**config.mk**
```make
export PLATFORM = sky130hd
export DESIGN_NAME = wsc_scaler
export DESIGN_NICKNAME = d
export VERILOG_FILES = /design/src/rtl/wsc_pkg.sv /design/src/rtl/wsc_step.sv /design/src/rtl/wsc_expand.sv /design/src/rtl/wsc_walker.sv /design/src/rtl/wsc_scaler.sv
export SDC_FILE = /design/constraint.sdc
export NUM_CORES = 1
export LEC_CHECK = 0
export BUFFER_PORTS_ARGS = -buffer_cell sky130_fd_sc_hd__buf_4
export CAP_MARGIN = 25
export CORE_MARGIN = 1.5
export CORE_UTILIZATION = 32
export CTS_CLUSTER_SIZE = 20
export DETAILED_ROUTE_END_ITERATION = 8
export PLACE_DENSITY = 0.52
export REMOVE_ABC_BUFFERS = 1
export SLEW_MARGIN = 20
export SYNTH_ARGS = -nofsm -noshare
export SYNTH_HDL_FRONTEND = slang
export SYNTH_SLANG_ARGS = --single-unit
```
**constraint.sdc**
```tcl
create_clock -name clk -period 5.1 [get_ports clk]
set_input_delay 0.51 -clock clk [delete_from_list [all_inputs] [get_ports clk]]
set_output_delay 0.51 -clock clk [all_outputs]
set_load 0.1 [all_outputs]
```
**src/rtl/wsc_pkg.sv**
```systemverilog
package wsc_pkg;
  typedef enum logic {
    PIX_B5G6R5 = 1'b0,
    PIX_RGBA8  = 1'b1
  } pix_fmt_e;

  localparam int FRAC_BITS = 12;
endpackage

```
**src/rtl/wsc_step.sv**
```systemverilog
module wsc_step #(
  parameter int DIM_W = 11,
  parameter int FRAC  = 12,
  localparam int INC_W = DIM_W + FRAC
) (
  input  logic                   clk,
  input  logic                   rst_n,
  input  logic [1:0][DIM_W-1:0]  src_sz,
  input  logic [1:0][DIM_W-1:0]  dst_sz,
  output logic [1:0][INC_W-1:0]  step
);
  for (genvar g = 0; g < 2; g++) begin : g_axis
    logic [DIM_W-1:0] divisor;
    logic [INC_W-1:0] numer;
    logic [INC_W-1:0] quot;

    always_comb begin
      divisor = (dst_sz[g] <= DIM_W'(1)) ? DIM_W'(1) : dst_sz[g] - DIM_W'(1);
      numer   = {src_sz[g], {FRAC{1'b0}}};
      quot    = numer / INC_W'(divisor);
    end

    always_ff @(posedge clk or negedge rst_n) begin
      if (!rst_n) step[g] <= '0;
      else        step[g] <= quot;
    end
  end
endmodule

```
**src/rtl/wsc_expand.sv**
```systemverilog
module wsc_expand
  import wsc_pkg::*;
(
  input  logic        fmt,
  input  logic [31:0] pix,
  output logic [23:0] rgb
);
  logic [4:0] b5, r5;
  logic [5:0] g6;

  always_comb begin
    b5 = pix[15:11];
    g6 = pix[10:5];
    r5 = pix[4:0];
    if (fmt == PIX_RGBA8)
      rgb = {pix[7:0], pix[15:8], pix[23:16]};
    else
      rgb = {r5, r5[4:2], g6, g6[5:4], b5, b5[4:2]};
  end
endmodule

```
**src/rtl/wsc_walker.sv**
```systemverilog
module wsc_walker #(
  parameter int DIM_W = 11,
  parameter int FRAC  = 12,
  localparam int INC_W = DIM_W + FRAC,
  localparam int ACC_W = INC_W + 1,
  localparam int IDX_W = ACC_W - FRAC
) (
  input  logic             clk,
  input  logic             rst_n,
  input  logic             start,
  input  logic             en,
  input  logic [DIM_W-1:0] src_w,
  input  logic [DIM_W-1:0] out_w,
  input  logic [INC_W-1:0] inc,
  input  logic             advance,
  output logic             busy,
  output logic             fire,
  output logic [DIM_W-1:0] idx
);
  logic [ACC_W-1:0] acc;
  logic [DIM_W-1:0] remaining;
  logic [IDX_W-1:0] idx_raw;

  assign busy = (remaining != '0);
  assign fire = busy && advance;

  always_comb begin
    idx_raw = acc[ACC_W-1:FRAC];
    if (idx_raw >= IDX_W'(src_w))
      idx = (src_w == '0) ? '0 : src_w - DIM_W'(1);
    else
      idx = idx_raw[DIM_W-1:0];
  end

  always_ff @(posedge clk or negedge rst_n) begin
    if (!rst_n) begin
      acc       <= '0;
      remaining <= '0;
    end else if (start && en) begin
      acc       <= '0;
      remaining <= out_w;
    end else if (fire) begin
      acc       <= acc + ACC_W'(inc);
      remaining <= remaining - DIM_W'(1);
    end
  end

  AST_FIRST_INDEX_ZERO: assert property (@(posedge clk) disable iff (!rst_n)
    (start && en) |=> (idx == '0));

  AST_INDEX_IN_RANGE: assert property (@(posedge clk) disable iff (!rst_n)
    (busy && src_w != '0) |-> (idx < src_w));

  AST_DISABLED_STROBE: assert property (@(posedge clk) disable iff (!rst_n)
    (start && !en && !busy) |=> !busy);
endmodule

```
**src/rtl/wsc_scaler.sv**
```systemverilog
module wsc_scaler
  import wsc_pkg::*;
#(
  parameter int DIM_W = 11,
  localparam int FRAC  = FRAC_BITS,
  localparam int INC_W = DIM_W + FRAC,
  localparam int LB_W  = DIM_W + 2
) (
  input  logic               clk,
  input  logic               rst_n,
  input  logic               cfg_en,
  input  logic               cfg_fmt,
  input  logic [DIM_W-1:0]   cfg_src_w,
  input  logic [DIM_W-1:0]   cfg_src_h,
  input  logic [DIM_W-1:0]   cfg_out_w,
  input  logic [DIM_W-1:0]   cfg_out_h,
  input  logic               line_start,
  output logic [DIM_W-1:0]   rd_addr,
  input  logic [31:0]        rd_data,
  output logic               out_valid,
  input  logic               out_ready,
  output logic [23:0]        out_rgb,
  output logic [2*INC_W-1:0] step_word,
  output logic [LB_W-1:0]    line_bytes
);
  logic [1:0][INC_W-1:0] step;
  logic                  busy, fire, advance, out_is16;
  logic [23:0]           pix_rgb;

  wsc_step #(.DIM_W(DIM_W), .FRAC(FRAC)) u_step (
    .clk    (clk),
    .rst_n  (rst_n),
    .src_sz ({cfg_src_h, cfg_src_w}),
    .dst_sz ({cfg_out_h, cfg_out_w}),
    .step   (step)
  );

  assign step_word  = {step[1], step[0]};
  assign line_bytes = (cfg_fmt == PIX_RGBA8) ? {cfg_src_w, 2'b00}
                                             : {1'b0, cfg_src_w, 1'b0};
  assign advance    = !out_valid || out_ready;

  wsc_walker #(.DIM_W(DIM_W), .FRAC(FRAC)) u_walk (
    .clk     (clk),
    .rst_n   (rst_n),
    .start   (line_start),
    .en      (cfg_en),
    .src_w   (cfg_src_w),
    .out_w   (cfg_out_w),
    .inc     (step[0]),
    .advance (advance),
    .busy    (busy),
    .fire    (fire),
    .idx     (rd_addr)
  );

  wsc_expand u_exp (
    .fmt (cfg_fmt),
    .pix (rd_data),
    .rgb (pix_rgb)
  );

  always_ff @(posedge clk or negedge rst_n) begin
    if (!rst_n) begin
      out_valid <= 1'b0;
      out_rgb   <= '0;
      out_is16  <= 1'b0;
    end else if (fire) begin
      out_valid <= 1'b1;
      out_rgb   <= pix_rgb;
      out_is16  <= (cfg_fmt == PIX_B5G6R5);
    end else if (out_ready) begin
      out_valid <= 1'b0;
    end
  end

  AST_HOLD_UNDER_STALL: assert property (@(posedge clk) disable iff (!rst_n)
    (out_valid && !out_ready) |=> (out_valid && $stable(out_rgb)));

  AST_EXPAND_REPLICA: assert property (@(posedge clk) disable iff (!rst_n)
    (out_valid && out_is16) |-> (out_rgb[18:16] == out_rgb[23:21] &&
                                 out_rgb[9:8]   == out_rgb[15:14] &&
                                 out_rgb[2:0]   == out_rgb[7:5]));

  AST_RESET_QUIET: assert property (@(posedge clk)
    !rst_n |=> !out_valid);
endmodule

```
Word-level counts from Yosys, hierarchy flattened
Index checks and enable logic that the tools add are counted.

cells by class
  magnitude comparators = 3
  mux-type cells = 12
  $add $sub $neg = 5
  reductions and logical operators = 8
  divide/modulo/power cells = 2

operators by type and width
  operator                                                                 number
  24-bit 2-to-1 mux                                                        3
  11-bit 2-to-1 mux                                                        6
  23-bit by 11-bit divider with 23-bit output                              2
  11-bit by 1-bit subtractor with 11-bit output (second input constant)    4
  24-bit by 23-bit adder with 24-bit output                                1
  11-bit by 1-bit <= comparator with 1-bit output (second input constant)  2
  13-bit 2-to-1 mux                                                        1
  12-bit by 11-bit greater-or-equal comparator with 1-bit output           1
  11-bit zero test                                                         1
  11-bit nonzero test                                                      1
  2-bit nonzero test                                                       2
  1-bit logical AND                                                        2
  1-bit 2-to-1 mux                                                         2
  1-bit zero test                                                          1
  1-bit logical OR                                                         1

word-level totals
  word-level logic and storage cells = 36
  input bits = 82
  output and inout port bits = 95
  register bits = 106

Depth between registers and ports, before layout
Gate-level depths: netlist of the first run.

  depth after elaboration = 5
  mapped depth = 300
  gate-level depth less buffers = 281

By module
From an unflattened synthesis of the first run, not the netlist that was laid out.

unflattened totals
  cell total of the unflattened synthesis = 4325
  area, all modules = 32282.2 um^2

by module, submodules not included
  module      times used  area each (um^2)  seq. area each (um^2)  cells each
  wsc_step    1           27376.3           1151.1                 3813
  wsc_walker  1           3334.4            875.8                  416
  wsc_scaler  1           1174.9            625.6                  69
  wsc_expand  1           396.6             0.0                    27

Worst setup path before layout of the first run
Ideal clock, no wire load.

  kind = input -> register
  from = input port cfg_out_h[1]
  to = register u_step.step[23] in the netlist's numbering
  path slack = -47.752 ns
  data arrival time = 52.713 ns
  stages on the path = 287
  setup time = 0.139 ns
  path buffers = 21
  required time = 4.961 ns
  cell sequence = clkbuf_1 -> inv_1 -> ha_1 -> or3b_2 -> o31ai_1 -> clkinv_1 -> clkbuf_1 -> clkbuf_1 -> ha_1 -> nor2_1 -> nor2_1 -> and3_1 -> nor2_1 -> a21oi_1 -> ha_1 -> o21ai_0 -> nand2b_1 -> o21ai_0 -> [... 251 more ...] -> nor2_1 -> nor2_1 -> o21a_1 -> o21ai_0 -> nand2b_1 -> a21oi_1 -> nor2b_1 -> o21ai_0 -> nand2b_1 -> a21oi_1 -> nor2b_1 -> o21ai_0 -> nand2b_1 -> a21oi_1 -> o221ai_1 -> a21oi_1 -> and3b_1 -> o2111ai_1

on the way
  word-level cells in the longest chain between the ends = 3
  elaborated cells between the ends (all ways) = 4
  those cells by class = add/sub: 1; div: 1; order compare: 1; mux: 1

ends and longest elaborated chain
  what                                                                                                              line              text
  from (decl)                                                                                                       wsc_scaler.sv:16  input logic [DIM_W-1:0] cfg_out_h,
  11-bit by 1-bit subtractor with 11-bit output or 11-bit by 1-bit <= comparator with 1-bit output (tied branches)  wsc_step.sv:18    divisor = (dst_sz[g] <= DIM_W'(1)) ? DIM_W'(1) : dst_sz[g] - DIM_W'(1);
  11-bit 2-to-1 mux *                                                                                               wsc_step.sv:18
  23-bit by 11-bit divider with 23-bit output *                                                                     wsc_step.sv:20    quot = numer / INC_W'(divisor);
  net u_step.g_axis[1].quot[0]                                                                                      wsc_step.sv:15    logic [INC_W-1:0] quot;
  to (signal, indexed assignment)                                                                                   wsc_step.sv:25    else step[g] <= quot;
  to (decl)                                                                                                         wsc_step.sv:10    output logic [1:0][INC_W-1:0] step

Mark *: on every way through the listed nets, which the timed path passes. The rest lies on a longest branch.
A chain may end at the register's enable or synchronous reset.

Final worst setup path of the first run
  from = input port cfg_out_h[5]
  to = register u_step.step[23] in the netlist's numbering

The elaborated chain is that of the path after synthesis.

==> metrics.txt, run 1 <==
Synth cell types 123; first-pass GRT wire length 219400 um; Max Root-Sink Buffers 2; Achievable Freq 21.35 MHz; Total Negative Setup Slacks -748.12 ns; highest-count cells in the layout ignoring fill and taps buf_4 (2669), nand2_1 (349), nor2_1 (328); sequential fraction of the synthesis area 0.08684; FF-to-FF Start u_step.step[1]; fillers 7980; max incr delay on CP 0.68 ns; fin crit share 9.185; initial antenna violation count 1; Port-buffer cells 167; critical path class input port to flip-flop; drt initial violations 2915; CTS tree built; met2 Use GR 0.4991; worst skew pair latency 0.42 ns; Post-DP Area 46240 um^2; Sink Count 106; GRT Overall Usage 0.2719; Main synth FF type dfrtp_1; share of the synthesized area in the top cell type 0.1704; largest net degree at the start of global routing 78; Seq cells post-synth 106; Max-Cap Viols 0; final WL 147000 um; Hold WC Path Type input port to async pin; vias per cell 5.371; Design Area, Final 57730 um^2; routed vias 44020; Slew Limit Fails 0; worst setup margin -41.74 ns; # setup viols final 40; worst-path maximum fanout 7; DIE HEIGHT 312.0 um; DR DRC count 0; r2r endpoint u_walk.acc[23]; critical path's slowest cell or4b_2; root buffer cell clkbuf_16; layout cell share with drive strength beyond 1 0.5260; worst-margin pin slew 0.9485 ns; I/O pins 177; Arrival @ worst endpoint 47.15 ns; Yosys top cell by area ha_1; initial core utilization 0.3225; ys async rst share 1.000; number of synthesized flops with an enable pin 0; clk slew on worst S/H paths 0.12 ns; wire per inst 17.94 um; core box area 94730 um^2; GRT overflow 0; CTS Hold Bufs 0; htree depth 3; failing checks negative setup slack; area delta synth->final 88.97%; DR pass1 iterations 7; CP endpoint kind flip-flop; vias in the first global route 42990; CTS buffer count 9; met3 usage 0.02090; gr busiest metal met2; Post-layout nets 7427; Fin Clk Skew 0.02562 ns; reg2reg setup slack 0.41 ns; Worst setup SP type input port; antenna cells 0; Crit path required time 5.40 ns; Die X 312.0 um; Final Hold Viols 0; commonest non-fill, non-tap cell in the layout buf_4; Syn Area/Cell 7.199 um^2; Final HPWL DP 96180 um; die footprint 97320 um^2; RSZ-0062 raised after global routing yes; routing usage on met1 0.3323; Final Critical Period 46.84 ns; synthesized instance count 4243; Syn Std Cell Area 30550 um^2; Most Frequent Cell on Critical Path buf_4; reg2reg path depth 27; outcome complete, but fails checks; post-route ant nets 0; top cells by area, synth ha_1 (17%), dfrtp_1 (8.7%), a21oi_1 (6.9%); Worst slew margin 0.3513; FP Rows 113; routability cong. 0.9346; synth warn 0
## logic make-up (layout without fill, tap and decap cells)
| kind of cell | count (synthesis) | count (layout) | synth area share |
|---|---|---|---|
| AND/OR/NAND/NOR | 1497 | 1497 | 0.2447 |
| AO/OA/AOI/OAI | 1467 | 1467 | 0.3196 |
| adder cells (fa/ha/maj) | 419 | 419 | 0.1724 |
| buffers and inverters | 321 | 3009 | 0.04203 |
| XOR/XNOR | 294 | 294 | 0.08454 |
| multiplexers | 138 | 138 | 0.04981 |
| flip-flops | 106 | 106 | 0.08684 |
| other | 1 | 1 | 0.0001228 |
## metal layers
metal  up-vias  wire length, um
met5         -               13
met4         2             6540
met3       484             6571
met2      1491            72840
met1     20790            61080
li1      21260                -
## metrics by stage
step / worst slack [ns] / hold slack (ns) / utilization / std cells
after floorplan: -47.66 / 0.2144 / - / 4104
after global placement: -46.29 / 0.4642 / 0.4881 / 7318
after detailed placement: -46.59 / 0.4712 / 0.4881 / 7318
after CTS: -40.30 / 0.1449 / 0.5734 / 8034
after global routing: -43.62 / 0.1751 / 0.6094 / 8196
final: -41.74 / 0.1331 / 0.6094 / 8196
## registers in the layout, indices dropped and copies added (netlist names)
| name | cells |
|---|---|
| u_step.step | 46 |
| out_rgb | 24 |
| u_walk.acc | 24 |
| u_walk.remaining | 11 |
| out_valid | 1 |
## cell type report
cell class | count | area [um^2] | share of cell area
multi-input combinational | 3816 | 30670 | 0.5312
inverter | 182 | 775.7 | 0.01344
timing repair buffer | 2811 | 21760 | 0.3769
tap | 1265 | 1583 | 0.02742
clock inverter | 6 | 61.31 | 0.001062
sequential | 106 | 2653 | 0.04595
clock buffer | 10 | 229.0 | 0.003967
## worst max-delay path, delay by kind of cell
family,cells,cell delay (ns)
multiplexers,5,1.70
adder cells (fa/ha/maj),20,5.73
AO/OA/AOI/OAI,96,15.96
AND/OR/NAND/NOR,64,10.27
XOR/XNOR,2,0.32
buffers and inverters,100,12.54
## cells in the mapped netlist, types with 94 or more instances
| cell | count |
|---|---|
| nor2_1 | 385 |
| nand2_1 | 375 |
| mux2_2 | 96 |
| xnor2_1 | 206 |
| o21a_1 | 96 |
| nand3_1 | 103 |
| nor3_1 | 121 |
| a21oi_1 | 423 |
| o21ai_0 | 257 |
| dfrtp_1 | 106 |
| nand2b_1 | 97 |
| inv_1 | 161 |
| ha_1 | 416 |
| clkbuf_1 | 94 |
| a21o_1 | 138 |
## worst max path at each step
stage	slack [ns]	depth (start not counted)	to	from
after floorplan	-47.66	267	u_step.step[23]	cfg_out_h[1]
after CTS	-40.30	276	u_step.step[23]	cfg_out_h[5]
after global placement	-46.29	266	u_step.step[23]	cfg_out_h[6]
after detailed placement	-46.59	269	u_step.step[23]	cfg_out_h[1]
after global routing	-43.62	271	u_step.step[23]	cfg_out_h[5]
final	-41.74	287	u_step.step[23]	cfg_out_h[5]
## timing repair
action / CTS / global route
pin swaps: 332 / 307
cloned: 2 / 1
setup endpoints to repair: 40 / 44
gates resized for setup: 610 / 439
setup buffers: 699 / 170
Power of run 1 is not shown: default switching activity piles up to over one toggle a cycle in this logic, so the estimate is an artifact.
==> run 2: changes to the inputs <==
--- a/config.mk
+++ b/config.mk
@@ -5,15 +5,18 @@
 export SDC_FILE = /design/constraint.sdc
 export NUM_CORES = 1
 export LEC_CHECK = 0
+export ABC_CLOCK_PERIOD_IN_PS = 5100
 export BUFFER_PORTS_ARGS = -buffer_cell sky130_fd_sc_hd__buf_4
 export CAP_MARGIN = 25
+export CELL_PAD_IN_SITES_DETAIL_PLACEMENT = 1
+export CELL_PAD_IN_SITES_GLOBAL_PLACEMENT = 1
 export CORE_MARGIN = 1.5
 export CORE_UTILIZATION = 32
 export CTS_CLUSTER_SIZE = 20
 export DETAILED_ROUTE_END_ITERATION = 8
-export PLACE_DENSITY = 0.52
+export PLACE_DENSITY = 0.65
 export REMOVE_ABC_BUFFERS = 1
-export SLEW_MARGIN = 20
+export SLEW_MARGIN = 40
 export SYNTH_ARGS = -nofsm -noshare
 export SYNTH_HDL_FRONTEND = slang
 export SYNTH_SLANG_ARGS = --single-unit
==> run 2 against run 1 <==
Compared with the run above:
- the flow now stops in global routing
- synthesized cell count stayed put
- synthesized area stayed put
==> metrics.txt, run 2 <==
largest net degree at the start of global routing 68; post-synthesis compound-gate area fraction 0.3196; ys async rst share 1.000; DIE HEIGHT 312.0 um; routability cong. 0.9215; root buffer cell clkbuf_16; Stop stage global routing; sequential fraction of the synthesis area 0.08684; Sink Count 106; largest family of logic cells by synthesized area compound AO/OA/AOI/OAI gates; XOR/XNOR Fraction of Synth Area 0.08454; worst_ep grt u_step.step[23]$_DFF_PN0_/D; Main synth FF type dfrtp_1; most frequent cell after synthesis a21oi_1; Synth cell types 123; number of synthesized flops with an enable pin 0; mux cell area share after synthesis 0.04981; Max Root-Sink Buffers 2; CTS Hold Bufs 0; top cells by area, synth ha_1 (17%), dfrtp_1 (8.7%), a21oi_1 (6.9%); Place WS -47.78 ns; Die X 312.0 um; Port-buffer cells 167; synthesized instance count 4243; htree depth 3; top cells by count, synth a21oi_1 (423), ha_1 (416), nor2_1 (385); GRT overflow 34; Yosys top cell by area ha_1; Post-Synth Adder-Cell Area 0.1724; Syn Std Cell Area 30550 um^2; Simple-Gate Fraction of Synth Area 0.2447; share of the synthesized area in the top cell type 0.1704; CTS buffer count 9; Seq cells post-synth 106; FP Rows 113; Final HPWL DP 111700 um; Run Error [ERROR GRT-0232] Routing congestion too high. Check the congestion heatmap in the GUI.; I/O pins 177; WEP type sequential cell input; synth warn 0; GRT Overall Usage 0.7147; outcome stopped before the end; Syn Area/Cell 7.199 um^2; initial core utilization 0.3225
==> run 2: routing by layer <==
layer / track usage / overflow
met2: 0.8793 / 18
met5: 0.3206 / 0
met1: 0.6871 / 2
met3: 0.5751 / 0
met4: 0.7515 / 14
==> run 2: cell families after synthesis <==
logic type	after synthesis
compound gates	1467
mux	138
other cells	1
flops	106
xor+xnor	294
fa+ha+maj	419
buf+inv	321
simple gates	1497
==> run 2: through the flow <==
stage / TNS [ns] / std cells / cell area (um^2)
2_1_floorplan: -896.13 / 4104 / 29950
4_1_cts: -731.84 / 7818 / 53330
3_3_place_gp: -824.56 / 7287 / 45990
3_5_place_dp: -863.76 / 7287 / 45990
==> run 2: repair_timing <==
item	in CTS
setup endpoints to repair	41
cloned	1
pin swaps	444
buffers inserted	523
gates resized for setup	739
==> run 3: changes to the inputs <==
--- a/config.mk
+++ b/config.mk
@@ -8,13 +8,10 @@
 export ABC_CLOCK_PERIOD_IN_PS = 5100
 export BUFFER_PORTS_ARGS = -buffer_cell sky130_fd_sc_hd__buf_4
 export CAP_MARGIN = 25
-export CELL_PAD_IN_SITES_DETAIL_PLACEMENT = 1
-export CELL_PAD_IN_SITES_GLOBAL_PLACEMENT = 1
 export CORE_MARGIN = 1.5
-export CORE_UTILIZATION = 32
-export CTS_CLUSTER_SIZE = 20
+export CORE_UTILIZATION = 20
 export DETAILED_ROUTE_END_ITERATION = 8
-export PLACE_DENSITY = 0.65
+export PLACE_DENSITY_LB_ADDON = 0.15
 export REMOVE_ABC_BUFFERS = 1
 export SLEW_MARGIN = 40
 export SYNTH_ARGS = -nofsm -noshare
==> run 3 against run 2 <==
Compared with the run above:
- the flow now finishes, with violations (negative setup slack)
==> metrics.txt, run 3 (synthesized netlist as in run 1, its figures left out) <==
multi-input logic area 30880 um^2; DIE HEIGHT 393.8 um; # setup viols final 40; root buffer cell clkbuf_16; CP endpoint kind flip-flop; Final Hold Viols 0; max incr delay on CP 0.59 ns; area delta synth->final 90.21%; Arrival @ worst endpoint 46.69 ns; critical path's slowest cell or4_4; routed vias 41490; initial core utilization 0.2013; final WL 148800 um; Most Frequent Cell on Critical Path buf_4; Total Negative Setup Slacks -734.75 ns; DR DRC count 0; Slew Limit Fails 0; Post-layout nets 7326; outcome complete, but fails checks; worst skew pair latency 0.43 ns; Achievable Freq 21.56 MHz; worst-margin pin slew 0.6823 ns; largest net degree at the start of global routing 78; highest-count cells in the layout ignoring fill and taps buf_4 (2589), nand2_1 (336), nor2_1 (330); worst-path maximum fanout 9; GRT Overall Usage 0.1834; GRT overflow 0; Max-Cap Viols 0; fillers 15810; FP Rows 143; CTS buffer count 9; RSZ-0062 raised after global routing yes; I/O pins 177; Worst slew margin 0.5334; first-pass GRT wire length 231200 um; number of buffers and inverters on the critical path 125; Regs by FF count u_step.step (46), out_rgb (24), u_walk.acc (24); clk slew on worst S/H paths 0.12 ns; Worst setup SP type input port; routability cong. 0.8645; Design Area, Final 58100 um^2; Crit path required time 5.41 ns; htree depth 3; Post-DP Area 47270 um^2; Max Root-Sink Buffers 2; Hold WC Path Type input port to flip-flop; fin crit share 9.095; CTS tree built; failing checks negative setup slack; layout cell share with drive strength beyond 1 0.5236; Final Critical Period 46.39 ns; post-route ant nets 0; core box area 151700 um^2; most flop-heavy register u_step.step; drt initial violations 1650; Port-buffer cells 167; DR pass1 iterations 7; wire per inst 16.79 um; vias in the first global route 42270; Fin Clk Skew 0.02917 ns; worst setup margin -41.29 ns; commonest non-fill, non-tap cell in the layout buf_4; critical path class input port to flip-flop; vias per cell 4.682; FF+latch area 2653 um^2; max reg flops 46; Final HPWL DP 109400 um; Die X 393.8 um; initial antenna violation count 0; Sink Count 106; cell family with most CP delay buffers and inverters; die footprint 155100 um^2
==> run 3: through the flow <==
step / utilization / hold slack, ns / worst slack, ns / instances
global route: 0.3829 / 0.3836 / -43.78 / 8860
CTS: 0.3623 / 0.1096 / -40.72 / 8709
global placement: 0.3115 / 0.4683 / -47.79 / 8093
detailed placement: 0.3116 / 0.4760 / -47.66 / 8093
finish: 0.3829 / 0.3658 / -41.29 / 8861
floorplan: - / 0.2144 / -47.66 / 4104
==> run 3: repair_timing <==
action                                 CTS  global route
setup endpoints to repair               41            44
pin swaps                              403           363
endpoints found under the hold margin    0            23
resized for setup                      677           387
buffers inserted                       603           160
hold buffers                             0             1
gates cloned                             5             1
==> run 3: cell type report <==
| type | instances | area share |
|---|---|---|
| tap | 2030 | 0.04372 |
| clock buffer | 11 | 0.004350 |
| timing repair inverter | 1 | 0.0001292 |
| timing repair buffer | 2707 | 0.3605 |
| clock inverter | 5 | 0.0007968 |
| antenna | 1 | 0.00004307 |
| multi-input combinational | 3818 | 0.5315 |
| sequential | 106 | 0.04565 |
| inverter | 182 | 0.01329 |
==> run 3: final timing paths <==
path | startpoint | to | slack (ns) | cells after the start
setup / recovery | cfg_out_h[5] | u_step.step[23] | -41.29 | 304
setup reg to reg | u_step.step[0] | u_walk.acc[22] | 0.36 | 26
hold reg to reg | out_rgb[11] | out_rgb[11] | 0.49 | 2
min in group asynchronous | rst_n | u_step.step[14] | 0.52 | 2
hold / removal | rd_data[18] | out_rgb[2] | 0.37 | 3
max in group asynchronous | rst_n | u_step.step[39] | 3.70 | 3
==> run 3: layer usage <==
metal,GRT usage,wire length [um],vias to the layer above
li1,-,-,21020
met1,0.2336,68580,19720
met2,0.3338,73790,586
met3,0.01426,3218,160
met4,0.03944,3208,0
met5,0,0,-
==> run 3: tightest hold or removal path: stages <==
cell     delay [ns]
buf_4          0.08
a21oi_1        0.05
o21ai_0        0.13
Power of run 3 is left out for the same reason.
